===== config.mk =====
export PLATFORM = sky130hd
export DESIGN_NAME = host_irq_gen
export DESIGN_NICKNAME = d
export VERILOG_FILES = /design/src/rtl/host_irq_pkg.sv /design/src/rtl/irq_ctrl_reg.sv /design/src/rtl/irq_line.sv /design/src/rtl/host_irq_gen.sv
export SDC_FILE = /design/constraint.sdc
export NUM_CORES = 1
export LEC_CHECK = 0
export CAP_MARGIN = 10
export CORE_ASPECT_RATIO = 1.2
export CORE_UTILIZATION = 50
export CTS_BUF_LIST = sky130_fd_sc_hd__clkbuf_4 sky130_fd_sc_hd__clkbuf_8
export DETAILED_ROUTE_END_ITERATION = 8
export PLACE_DENSITY = 0.76
export RECOVER_POWER = 100
export SYNTH_ARGS = -nofsm -noshare
export SYNTH_HDL_FRONTEND = slang
export SYNTH_SLANG_ARGS = --single-unit
export TNS_END_PERCENT = 20

===== constraint.sdc =====
create_clock -name clk -period 3.73 [get_ports clk]
set_input_delay 0.373 -clock clk [delete_from_list [all_inputs] [get_ports clk]]
set_output_delay 0.373 -clock clk [all_outputs]
set_load 0.05 [all_outputs]

===== src/rtl/host_irq_pkg.sv =====
package host_irq_pkg;
  localparam int LINES   = 3;
  localparam int MAX_LOG = 4;            // widest pulse = 2**MAX_LOG cycles
  localparam int CNT_W   = MAX_LOG + 1;

  // Pulse width for a mode code; zero means level behaviour.
  function automatic logic [CNT_W-1:0] pulse_width(input logic [2:0] code);
    logic [CNT_W-1:0] w;
    w = '0;
    if (code != 3'd0 && int'(code) <= MAX_LOG + 1)
      w = CNT_W'(1) << (code - 3'd1);
    return w;
  endfunction
endpackage


===== src/rtl/irq_ctrl_reg.sv =====
module irq_ctrl_reg (
  input  logic       clk,
  input  logic       rst,
  input  logic       wr,
  input  logic [7:0] wdata,
  output logic [2:0] fw_bits,
  output logic [2:0] mode,
  output logic       pol
);
  localparam logic [6:0] RESET_VAL = 7'h07;

  logic [6:0] ctrl_q;

  always_ff @(posedge clk) begin
    if (rst)     ctrl_q <= RESET_VAL;
    else if (wr) ctrl_q <= wdata[6:0];
  end

  assign fw_bits = ctrl_q[2:0];
  assign mode    = ctrl_q[5:3];
  assign pol     = ctrl_q[6];

  // the register comes out of reset holding its default value
  a_r1_reset_value: assert property (@(posedge clk)
    $fell(rst) |-> (ctrl_q == RESET_VAL));
endmodule


===== src/rtl/irq_line.sv =====
module irq_line #(
  parameter int CNT_W = 5
) (
  input  logic             clk,
  input  logic             rst,
  input  logic             hw_sel,
  input  logic             fw_bit,
  input  logic             obf,
  input  logic             obuf_wr,
  input  logic [CNT_W-1:0] width,
  input  logic             pol,
  output logic             irq
);
  logic [CNT_W-1:0] cnt_q, cnt_d;
  logic             pulse_mode, act, hw_val;

  assign pulse_mode = (width != '0);

  always_comb begin
    if (obuf_wr && pulse_mode) cnt_d = width;
    else if (cnt_q != '0)      cnt_d = cnt_q - 1'b1;
    else                       cnt_d = '0;
  end

  assign act    = (cnt_d != '0);
  assign hw_val = pulse_mode ? ~(act ^ pol) : (obf ^ pol);

  always_ff @(posedge clk) begin
    if (rst) begin
      cnt_q <= '0;
      irq   <= 1'b0;
    end else begin
      cnt_q <= cnt_d;
      irq   <= hw_sel ? hw_val : fw_bit;
    end
  end

  // a strobe in pulse mode makes the line active on the next edge
  a_r10_pulse_start: assert property (@(posedge clk) disable iff (rst)
    (obuf_wr && pulse_mode && hw_sel) |=> (irq == $past(pol)));

  // firmware-controlled line copies its register bit
  a_r5_fw_follow: assert property (@(posedge clk) disable iff (rst)
    !hw_sel |=> (irq == $past(fw_bit)));

  // the counter never exceeds the width it was loaded with
  a_r8_cnt_bound: assert property (@(posedge clk) disable iff (rst)
    (pulse_mode && $stable(width)) |=> (cnt_q <= $past(width)));
endmodule


===== src/rtl/host_irq_gen.sv =====
module host_irq_gen
  import host_irq_pkg::*;
(
  input  logic       clk,
  input  logic       rst,
  input  logic       cfg_wr,
  input  logic [7:0] cfg_wdata,
  output logic [7:0] cfg_rdata,
  input  logic [2:0] hw_en,
  input  logic       pm_compat,
  input  logic [2:0] obf,
  input  logic [2:0] obuf_wr,
  output logic [2:0] irq_out
);
  logic [2:0]       fw_bits;
  logic [2:0]       mode;
  logic             pol;
  logic [CNT_W-1:0] width;
  logic [2:0]       hw_sel;

  irq_ctrl_reg u_reg (
    .clk(clk), .rst(rst), .wr(cfg_wr), .wdata(cfg_wdata),
    .fw_bits(fw_bits), .mode(mode), .pol(pol)
  );

  assign width = pulse_width(mode);

  // Line 2 yields to firmware only in compatible mode.
  assign hw_sel = {hw_en[2] | ~pm_compat, hw_en[1:0]};

  for (genvar i = 0; i < LINES; i++) begin : g_line
    irq_line #(.CNT_W(CNT_W)) u_line (
      .clk(clk), .rst(rst), .hw_sel(hw_sel[i]), .fw_bit(fw_bits[i]),
      .obf(obf[i]), .obuf_wr(obuf_wr[i]), .width(width), .pol(pol),
      .irq(irq_out[i])
    );
  end

  assign cfg_rdata = {1'b0, pol, mode, irq_out};

  // outside compatible mode line 2 never takes the firmware bit
  a_r6_pm_hw: assert property (@(posedge clk) disable iff (rst)
    (!pm_compat && width == '0) |=> (irq_out[2] == ($past(obf[2]) ^ $past(pol))));

  // stored fields only change on a write
  a_r7_hold: assert property (@(posedge clk) disable iff (rst)
    !cfg_wr |=> $stable(cfg_rdata[7:3]));

  // bit 7 always reads zero
  a_r7_bit7_zero: assert property (@(posedge clk) disable iff (rst)
    cfg_rdata[7] == 1'b0);
endmodule


* Word-level counts from Yosys, hierarchy flattened
Cells that the tools add are included.
** Cells by class
- Order comparisons :: 1
- Multiplexer cells :: 13
- Reduce and logical (&&, ||, !) cells :: 12
- Shift operators :: 1
- Bitwise operators :: 11
- $add $sub $neg :: 4
** Operator list (count)
- $mux W5 :: 7
- $reduce_bool A5 Y1 :: 7
- $sub A5 B1 Y5 const B :: 3
- $mux W1 :: 6
- $xor A1 B1 Y1 :: 6
- $shl A1 B3 Y5 const A :: 1
- $logic_and A1 B1 Y1 :: 4
- $not A1 Y1 :: 4
- $le A3 B3 Y1 const B :: 1
- $reduce_bool A3 Y1 :: 1
- $sub A3 B1 Y3 const B :: 1
- $or A1 B1 Y1 :: 1
** Word-level totals
- Logic and storage cells :: 49
- Bits of input ports :: 21
- Flip-flop bits (word level) :: 25

* Logic depth before layout (Yosys ltp)
Gate-level depths: netlist (run 1).
- Depth after elaboration :: 11
- Mapped depth :: 7
- Mapped depth without buffers :: 7

* Hierarchy
A second synthesis (run 1) with hierarchy kept.
** Second synthesis, totals
- Cell total of the unflattened synthesis :: 182
- Area, all modules :: 1631.6 um^2
** Modules (own cells, without submodules)
- irq_line :: cells an instance 48, times used 3, area each 407.9 um^2
- irq_ctrl_reg :: cells an instance 22, times used 1, area each 259.0 um^2
- host_irq_gen :: cells an instance 16, times used 1, area each 148.9 um^2

* Worst setup path before layout (run 1)
Ideal clock, no wire load.
- Path type :: register to register
- Start point :: reg u_reg.ctrl_q[4]
- End point :: reg g_line[1].u_line.irq
- Setup slack :: 1.773 ns
- Cell stages (with the launch flop) :: 7
- Arrival time :: 1.823 ns
- Path buffers :: 1
- Library setup time :: 0.133 ns
- Cells stage by stage :: dfxtp_1 buf_4 or3_1 nand2_2 or3_2 o211ai_1 a311oi_2
** Between the ends
- Longest elaborated chain between the ends :: 11
- Elaborated cells between the ends (all ways) :: 14
- Classes of those cells :: 1 x add/sub; 1 x order compare; 1 x shift; 4 x mux; 2 x bitwise; 5 x reduce/logical
** Ends and longest elaborated chain
- from (decl) :: line irq_ctrl_reg.sv:12 : logic [6:0] ctrl_q;
- from (signal assigned) :: line irq_ctrl_reg.sv:16 : else if (wr) ctrl_q <= wdata[6:0];
- $sub A3 B1 Y3 (tied with other cells) :: line host_irq_pkg.sv:11 : w = CNT_W'(1) << (code - 3'd1);
- $shl A1 B3 Y5 or $logic_and A1 B1 Y1 (tied branches) :: line host_irq_pkg.sv:11, host_irq_pkg.sv:10
- $mux W5 * :: line host_irq_pkg.sv:10 : if (code != 3'd0 && int'(code) <= MAX_LOG + 1)
- $reduce_bool A5 Y1 :: line irq_line.sv:17 : assign pulse_mode = (width != '0);
- $logic_and A1 B1 Y1 :: line irq_line.sv:20 : if (obuf_wr && pulse_mode) cnt_d = width;
- $mux W5 :: line irq_line.sv:20
- $reduce_bool A5 Y1 :: line irq_line.sv:25 : assign act = (cnt_d != '0);
- $xor A1 B1 Y1 :: line irq_line.sv:26 : assign hw_val = pulse_mode ? ~(act ^ pol) : (obf ^ pol);
- $not A1 Y1 :: line irq_line.sv:26
- $mux W1 * :: line irq_line.sv:26
- $mux W1 * :: line irq_line.sv:34 : irq <= hw_sel ? hw_val : fw_bit;
- to (signal assigned) :: line irq_line.sv:34
- to (decl) :: line irq_line.sv:12 : output logic irq
Mark *: on every way between the ends. The rest lies on a longest branch, timed or not.
A chain may end at the register's enable or synchronous reset.

* Worst setup path in the final report (run 1)
- Start point :: reg u_reg.ctrl_q[5]
- End point :: out cfg_rdata[5]
** RTL lines
- to (decl) :: line host_irq_gen.sv:8 : output logic [7:0] cfg_rdata,
No word-level cell between the ends.

==> metrics.md, run 1 <==
| Metric | Value |
|---|---|
| Final wirelength | `3640 um` |
| Setup WS pre-CTS | `1.450 ns` |
| Antenna Cells | `0` |
| Synth area leaders | `dfxtp_1 (30%), nor2_1 (5.9%), mux2i_1 (4.9%), buf_4 (4.6%), ha_1 (4.6%)` |
| # nets final | `between 200 and 250` |
| Largest family of logic cells by synthesized area | `simple AND/OR/NAND/NOR gates` |
| Critical-path top delay cell | `dlygate4sd3_1` |
| Setup Crit Path Kind | `flop to output port` |
| Postcts setup bufs | `0` |
| Width of the die | `54.33 um` |
| Top_reg_cell synth | `dfxtp_1` |
| Synth top area share | `30.46%` |
| Hold EP | `g_line[1].u_line.irq` |
| Iteration-0 DRC Markers | `57` |
| Reg-to-Reg Start | `u_reg.ctrl_q[5]` |
| Worst rel slew slack | `35.30%` |
| Worst endpoint required time | `between 3 and 4 ns` |
| Filler instances | `284` |
| Synth-to-layout area growth | `14.78%` |
| Initial antenna violation count | `0` |
| Final Cell Area | `0.001886 mm^2` |
| Worst Hold Path Cells | `2` |
| Tot GR Track Use | `22.39%` |
| Mux share of post-synthesis cell area | `4.874%` |
| Drt drc | `0` |
| Via Count | `1494` |
| CTS sink cnt | `25` |
| Seq/Total Area, Yosys | `30.46%` |
| Die height | `64.79 um` |
| Slew Limit Fails | `0` |
| CTS Hold Bufs | `0` |
| Synth Register Bits | `25` |
| Setup Skew | `roughly 0.0072 ns` |
| Crit path cell chain | `dlygate4sd3_1` |
| Synthesized cell area | `0.001643 mm^2` |
| Syn. warnings | `0` |
| R2R setup slack | `1.64 ns` |
| Commonest non-fill, non-tap cell in the layout | `nor2_1` |
| RSZ-0062 raised after global routing | `no` |
| Yosys top cell by area | `dfxtp_1` |
| Htree depth | `1` |
| RR Endpoint | `g_line[1].u_line.irq` |
| Worst hold start | `u_reg.ctrl_q[1]` |
| Final Critical Period | `2.388 ns` |
| Layout cells sized above 1 | `5.607%` |
| Post-Synth XOR/XNOR Area | `between 3 and 4%` |
| WL per Instance | `14.56 um` |
| Post-Route Utilization | `61.16%` |
| Placed cell areas | `between 0.0015 and 0.002 mm^2` |
| Port Buffers | `29` |
| Peak supply drop | `around 520 uV` |
| Pin count of the biggest net entering global routing | `28` |
| Clock Tree Buf Depth | `2` |
| Critical path's largest stage delay | `0.97 ns` |
| I/O pin count | `32` |
| Fin. Hold Viols | `0` |
| Synth Net Count | `228` |
| # rows | `22` |
| Average size of a mapped cell | `8.173 um^2` |
| Setup TNS | `0 ns` |
| Crit-path max FO | `18` |
| Skew-Pair Late Insertion Delay | `0.32 ns` |
| Critical path startpoint category | `flop` |
| CP top delay family | `buffers and inverters` |
| Setup crit end kind | `output port` |
| Period utilization | `64.01%` |
| Max-cap violations | `0` |
| Worst path setup slack after routing | `1.342 ns` |
| Starting Density | `53.29%` |
| Post-CTS Resized | `0` |
| WP data arrival | `2.01 ns` |
| Vias per cell | `5.976` |
| Pwr/cell area | `around 750 mW/mm^2` |
| Compound-Gate Fraction of Synth Area | `21.86%` |
| Buf/Inv on CP | `1` |
| Worst hold slack | `0.5492 ns` |
| Synth Area in Adders | `between 4 and 5%` |
| Leak | `0.7608 nW` |
| CTS tree | `built` |
| Total CTS buffers | `3` |
| Core area | `0.003083 mm^2` |
| Post-Syn Instances | `between 200 and 250` |
| Die ar. | `0.003520 mm^2` |
| Number of global-route vias before repair | `1448` |
| Final setup fails | `0` |
| Post-DP HPWL | `2744 um` |
| Least-Margin Pin Slew | `around 0.97 ns` |
| Commonest cells after routing, fill and taps aside | `nor2_1 (26), dfxtp_1 (25), clkdlybuf4s50_1 (17)` |
| Status | `finished clean` |
| Worst Reg-to-Reg Cells | `5` |
| Iteration count of the initial detailed-routing pass | `5` |
| Clock transition at path regs | `0.14 ns` |
| Worst min path class | `flop to flop` |
| First-pass GRT wire length | `5975 um` |
| Fraction of the mapped netlist area in simple logic gates | `between 20% and 30%` |
| FMAX | `418.8 MHz` |
| Placer Congestion | `0.8438` |
| GRT overflow | `0` |
| Post-synth EDFFs | `0` |
| Ys async rst share | `0%` |
| ANT nets after route | `0` |
| Synth unique cells | `49` |
| CTS Root Cell | `clkbuf_4` |
area by class of cell:
type,count,area [um^2],share of cell area [%]
multi-input combinational,142,967.2,51.29
sequential,25,500.5,26.54
timing repair buffer,29,290.3,15.39
inverter,14,52.55,2.787
tap,36,45.04,2.389
clock buffer,4,30.03,1.593
synthesized netlist by cell type, types with 6 or more instances:
library cell and n:
a21oi_1 11, a22oi_1 6, buf_4 10, clkbuf_1 8, dfxtp_1 25, ha_1 6
inv_1 14, mux2i_1 8, nand3_1 6, nor2_1 26, nor2b_1 6, nor3_1 7
xor2_1 6
metal layers:
layer	wire (um)	track usage, %
met4	40	6.731
met3	174	2.582
met2	1896	39.94
met1	1530	26.72
met5	0	0
how the worst max path moves through the flow:
stage,startpoint,to,cells after the start
floorplan,u_reg.ctrl_q[4],g_line[1].u_line.irq,6
global placement,obuf_wr[2],g_line[2].u_line.irq,6
detailed placement,obuf_wr[2],g_line[2].u_line.irq,6
CTS,u_reg.ctrl_q[5],cfg_rdata[5],1
global route,u_reg.ctrl_q[5],cfg_rdata[5],1
finish,u_reg.ctrl_q[5],cfg_rdata[5],1
where the power goes:
group	total (mW)	switching (mW)	internal (mW)
combinational	0.845	0.460	0.384
clock	0.130	0.0809	0.0491
sequential	0.443	0.0938	0.350
total	1.42	0.635	0.783
metrics by stage:
stage,std cells,power (mW)
floorplan,201,1.120
global placement,246,1.249
detailed placement,246,1.290
CTS,250,1.425
global route,250,1.535
finish,250,1.418
sequential cells by signal, summed over array words and instances, names as in the netlist:
| signal | cells |
|---|---|
| g_line.u_line.cnt_q | 15 |
| g_line.u_line.irq | 3 |
| u_reg.ctrl_q | 7 |
worst register-to-register path, delay by kind of cell (launching register included):
family           cells  cell delay [ns]
AO/OA/AOI/OAI        2             0.38
flip-flops           1             0.72
AND/OR/NAND/NOR      3             0.86
logic make-up after synthesis:
kind of cell / count (synthesis)
AND/OR/NAND/NOR: 72
AO/OA/AOI/OAI: 48
buffers and inverters: 34
flip-flops: 25
multiplexers: 8
XOR/XNOR: 7
adder cells (fa/ha/maj): 6
other: 1
Note: power is estimated with default switching activity, not from simulation.
==> run 2, diff against run 1 <==
--- a/config.mk
+++ b/config.mk
@@ -7,7 +7,7 @@
 export LEC_CHECK = 0
 export CAP_MARGIN = 10
 export CORE_ASPECT_RATIO = 1.2
-export CORE_UTILIZATION = 50
+export CORE_UTILIZATION = 48
 export CTS_BUF_LIST = sky130_fd_sc_hd__clkbuf_4 sky130_fd_sc_hd__clkbuf_8
 export DETAILED_ROUTE_END_ITERATION = 8
 export PLACE_DENSITY = 0.76
==> constraint.sdc (replaced) <==
create_clock -name clk -period 2.1 [get_ports clk]
set_input_delay 0.21 -clock clk [delete_from_list [all_inputs] [get_ports clk]]
set_output_delay 0.21 -clock clk [all_outputs]
set_load 0.05 [all_outputs]
==> run 2 against run 1 <==
Total power is 79% higher. Non-clock buffer count is 6 higher. Cell count is 2.4% higher. Largest cell class unchanged.
==> metrics.md, run 2 (synthesized netlist as in run 1, its figures left out) <==
| Metric | Value |
|---|---|
| Status | `finished clean` |
| Top reg by flops | `g_line.u_line.cnt_q` |
| Antenna Cells | `0` |
| ANT nets after route | `0` |
| RSZ-0062 raised after global routing | `no` |
| Iteration-0 DRC Markers | `between 60 and 70` |
| Pin count of the biggest net entering global routing | `18` |
| Total CTS buffers | `3` |
| Largest regs | `g_line.u_line.cnt_q x15, u_reg.ctrl_q x7, g_line.u_line.irq x3` |
| Met3 wire len | `roughly 140 um` |
| Placer Congestion | `0.8847` |
| Final Critical Period | `about 2 ns` |
| Die ar. | `0.003661 mm^2` |
| Clock transition at path regs | `0.14 ns` |
| Setup Skew | `roughly 0.0026 ns` |
| CTS sink cnt | `25` |
| Postcts setup bufs | `0` |
| Core area | `0.003166 mm^2` |
| Setup WS pre-CTS | `0.1505 ns` |
| Fin. Hold Viols | `0` |
| Worst path setup slack after routing | `between 0.09 and 0.1 ns` |
| Max reg flops | `15` |
| Wl on met1 | `1661 um` |
| Iteration count of the initial detailed-routing pass | `4` |
| Post-DP HPWL | `2922 um` |
| WL per Instance | `around 15 um` |
| Critical path startpoint category | `flop` |
| Width of the die | `55.41 um` |
| I/O pin count | `32` |
| Starting Density | `51.90%` |
| Pwr/cell area | `1320 mW/mm^2` |
| Port Buffers | `29` |
| Synth-to-layout area growth | `17.14%` |
| Drt drc | `0` |
| Period utilization | `95.46%` |
| Leak | `0.7771 nW` |
| Met2 routed WL | `~1900 um` |
| Die height | `66.09 um` |
| Clock Tree Buf Depth | `2` |
| FMAX | `approximately 500 MHz` |
| Final wirelength | `about 3800 um` |
| Tot GR Track Use | `21.90%` |
| # rows | `22` |
| Commonest cells after routing, fill and taps aside | `nor2_1 (26), dfxtp_1 (25), clkdlybuf4s50_1 (19)` |
| Slew Limit Fails | `0` |
| Post-CTS Resized | `0` |
| First-pass GRT wire length | `around 6400 um` |
| Layout cells sized above 1 | `8.182%` |
| Via Count | `approximately 1500` |
| Crit-path max FO | `4` |
| Worst endpoint required time | `2.29 ns` |
| Setup TNS | `0 ns` |
| Worst min path class | `input port to flop` |
| # nets final | `248` |
| Vias per cell | `a little under 6` |
| Htree depth | `1` |
| Peak supply drop | `903.0 uV` |
| Final setup fails | `0` |
| Max-cap violations | `0` |
| Number of global-route vias before repair | `1467` |
| Skew-Pair Late Insertion Delay | `0.32 ns` |
| Setup Crit Path Kind | `flop to flop` |
| CTS Hold Bufs | `0` |
| Commonest non-fill, non-tap cell in the layout | `nor2_1` |
| Top Layer Used | `met4` |
| WP data arrival | `roughly 2.2 ns` |
| Least-Margin Pin Slew | `0.7919 ns` |
| CTS tree | `built` |
| Initial antenna violation count | `0` |
| Worst rel slew slack | `around 47%` |
| GRT overflow | `0` |
| Setup crit end kind | `flop` |
| CTS Root Cell | `clkbuf_4` |
## run 2: worst paths after layout
path / depth (start not counted) / endpoint / slack, ns / startpoint
worst min register to register: 2 / g_line[2].u_line.irq / 0.54 / u_reg.ctrl_q[2]
worst max-delay path: 7 / g_line[1].u_line.irq / 0.1 / g_line[1].u_line.cnt_q[0]
worst max register to register: 7 / g_line[1].u_line.irq / 0.1 / g_line[1].u_line.cnt_q[0]
worst min-delay path: 2 / u_reg.ctrl_q[0] / 0.47 / cfg_wdata[0]
## run 2: power breakdown
part	internal, mW	switching (mW)
Clock	0.0874	0.146
Combinational	0.689	0.835
Sequential	0.621	0.161
Total	1.40	1.14
## run 2: routing by layer
layer | track usage, % | up-vias
met4 | 8.125 | 0
met2 | 40.06 | 36
met5 | 0 | -
met1 | 26.02 | 705
met3 | 2.935 | 6
li1 | - | 750
## run 2: stage by stage
step | area (um^2) | power (mW) | utilization (%) | hold slack [ns] | instances
after global routing | 1924 | 2.770 | 60.79 | 0.4607 | 256
after floorplan | 1643 | 1.989 | - | 0.3250 | 201
after detailed placement | 1906 | 2.303 | 60.20 | 0.5107 | 252
after global placement | 1906 | 2.223 | 60.20 | 0.5078 | 252
final | 1924 | 2.539 | 60.79 | 0.4686 | 256
after CTS | 1936 | 2.549 | 61.15 | 0.4554 | 256
## run 2: critical path: stages, from the launching register on
cell and delay, ns:
dfxtp_1 0.36, inv_1 0.11, ha_1 0.23, inv_1 0.06, o31a_1 0.34, or3_2 0.42, o211ai_1 0.22, a311oi_2 0.13
## run 2: layout make-up
type / instances / area [um^2]
timing repair buffer: 35 / 321.6
multi-input combinational: 142 / 974.7
fill: 289 / 1241
clock buffer: 4 / 30.03
tap: 36 / 45.04
inverter: 14 / 52.55
sequential: 25 / 500.5
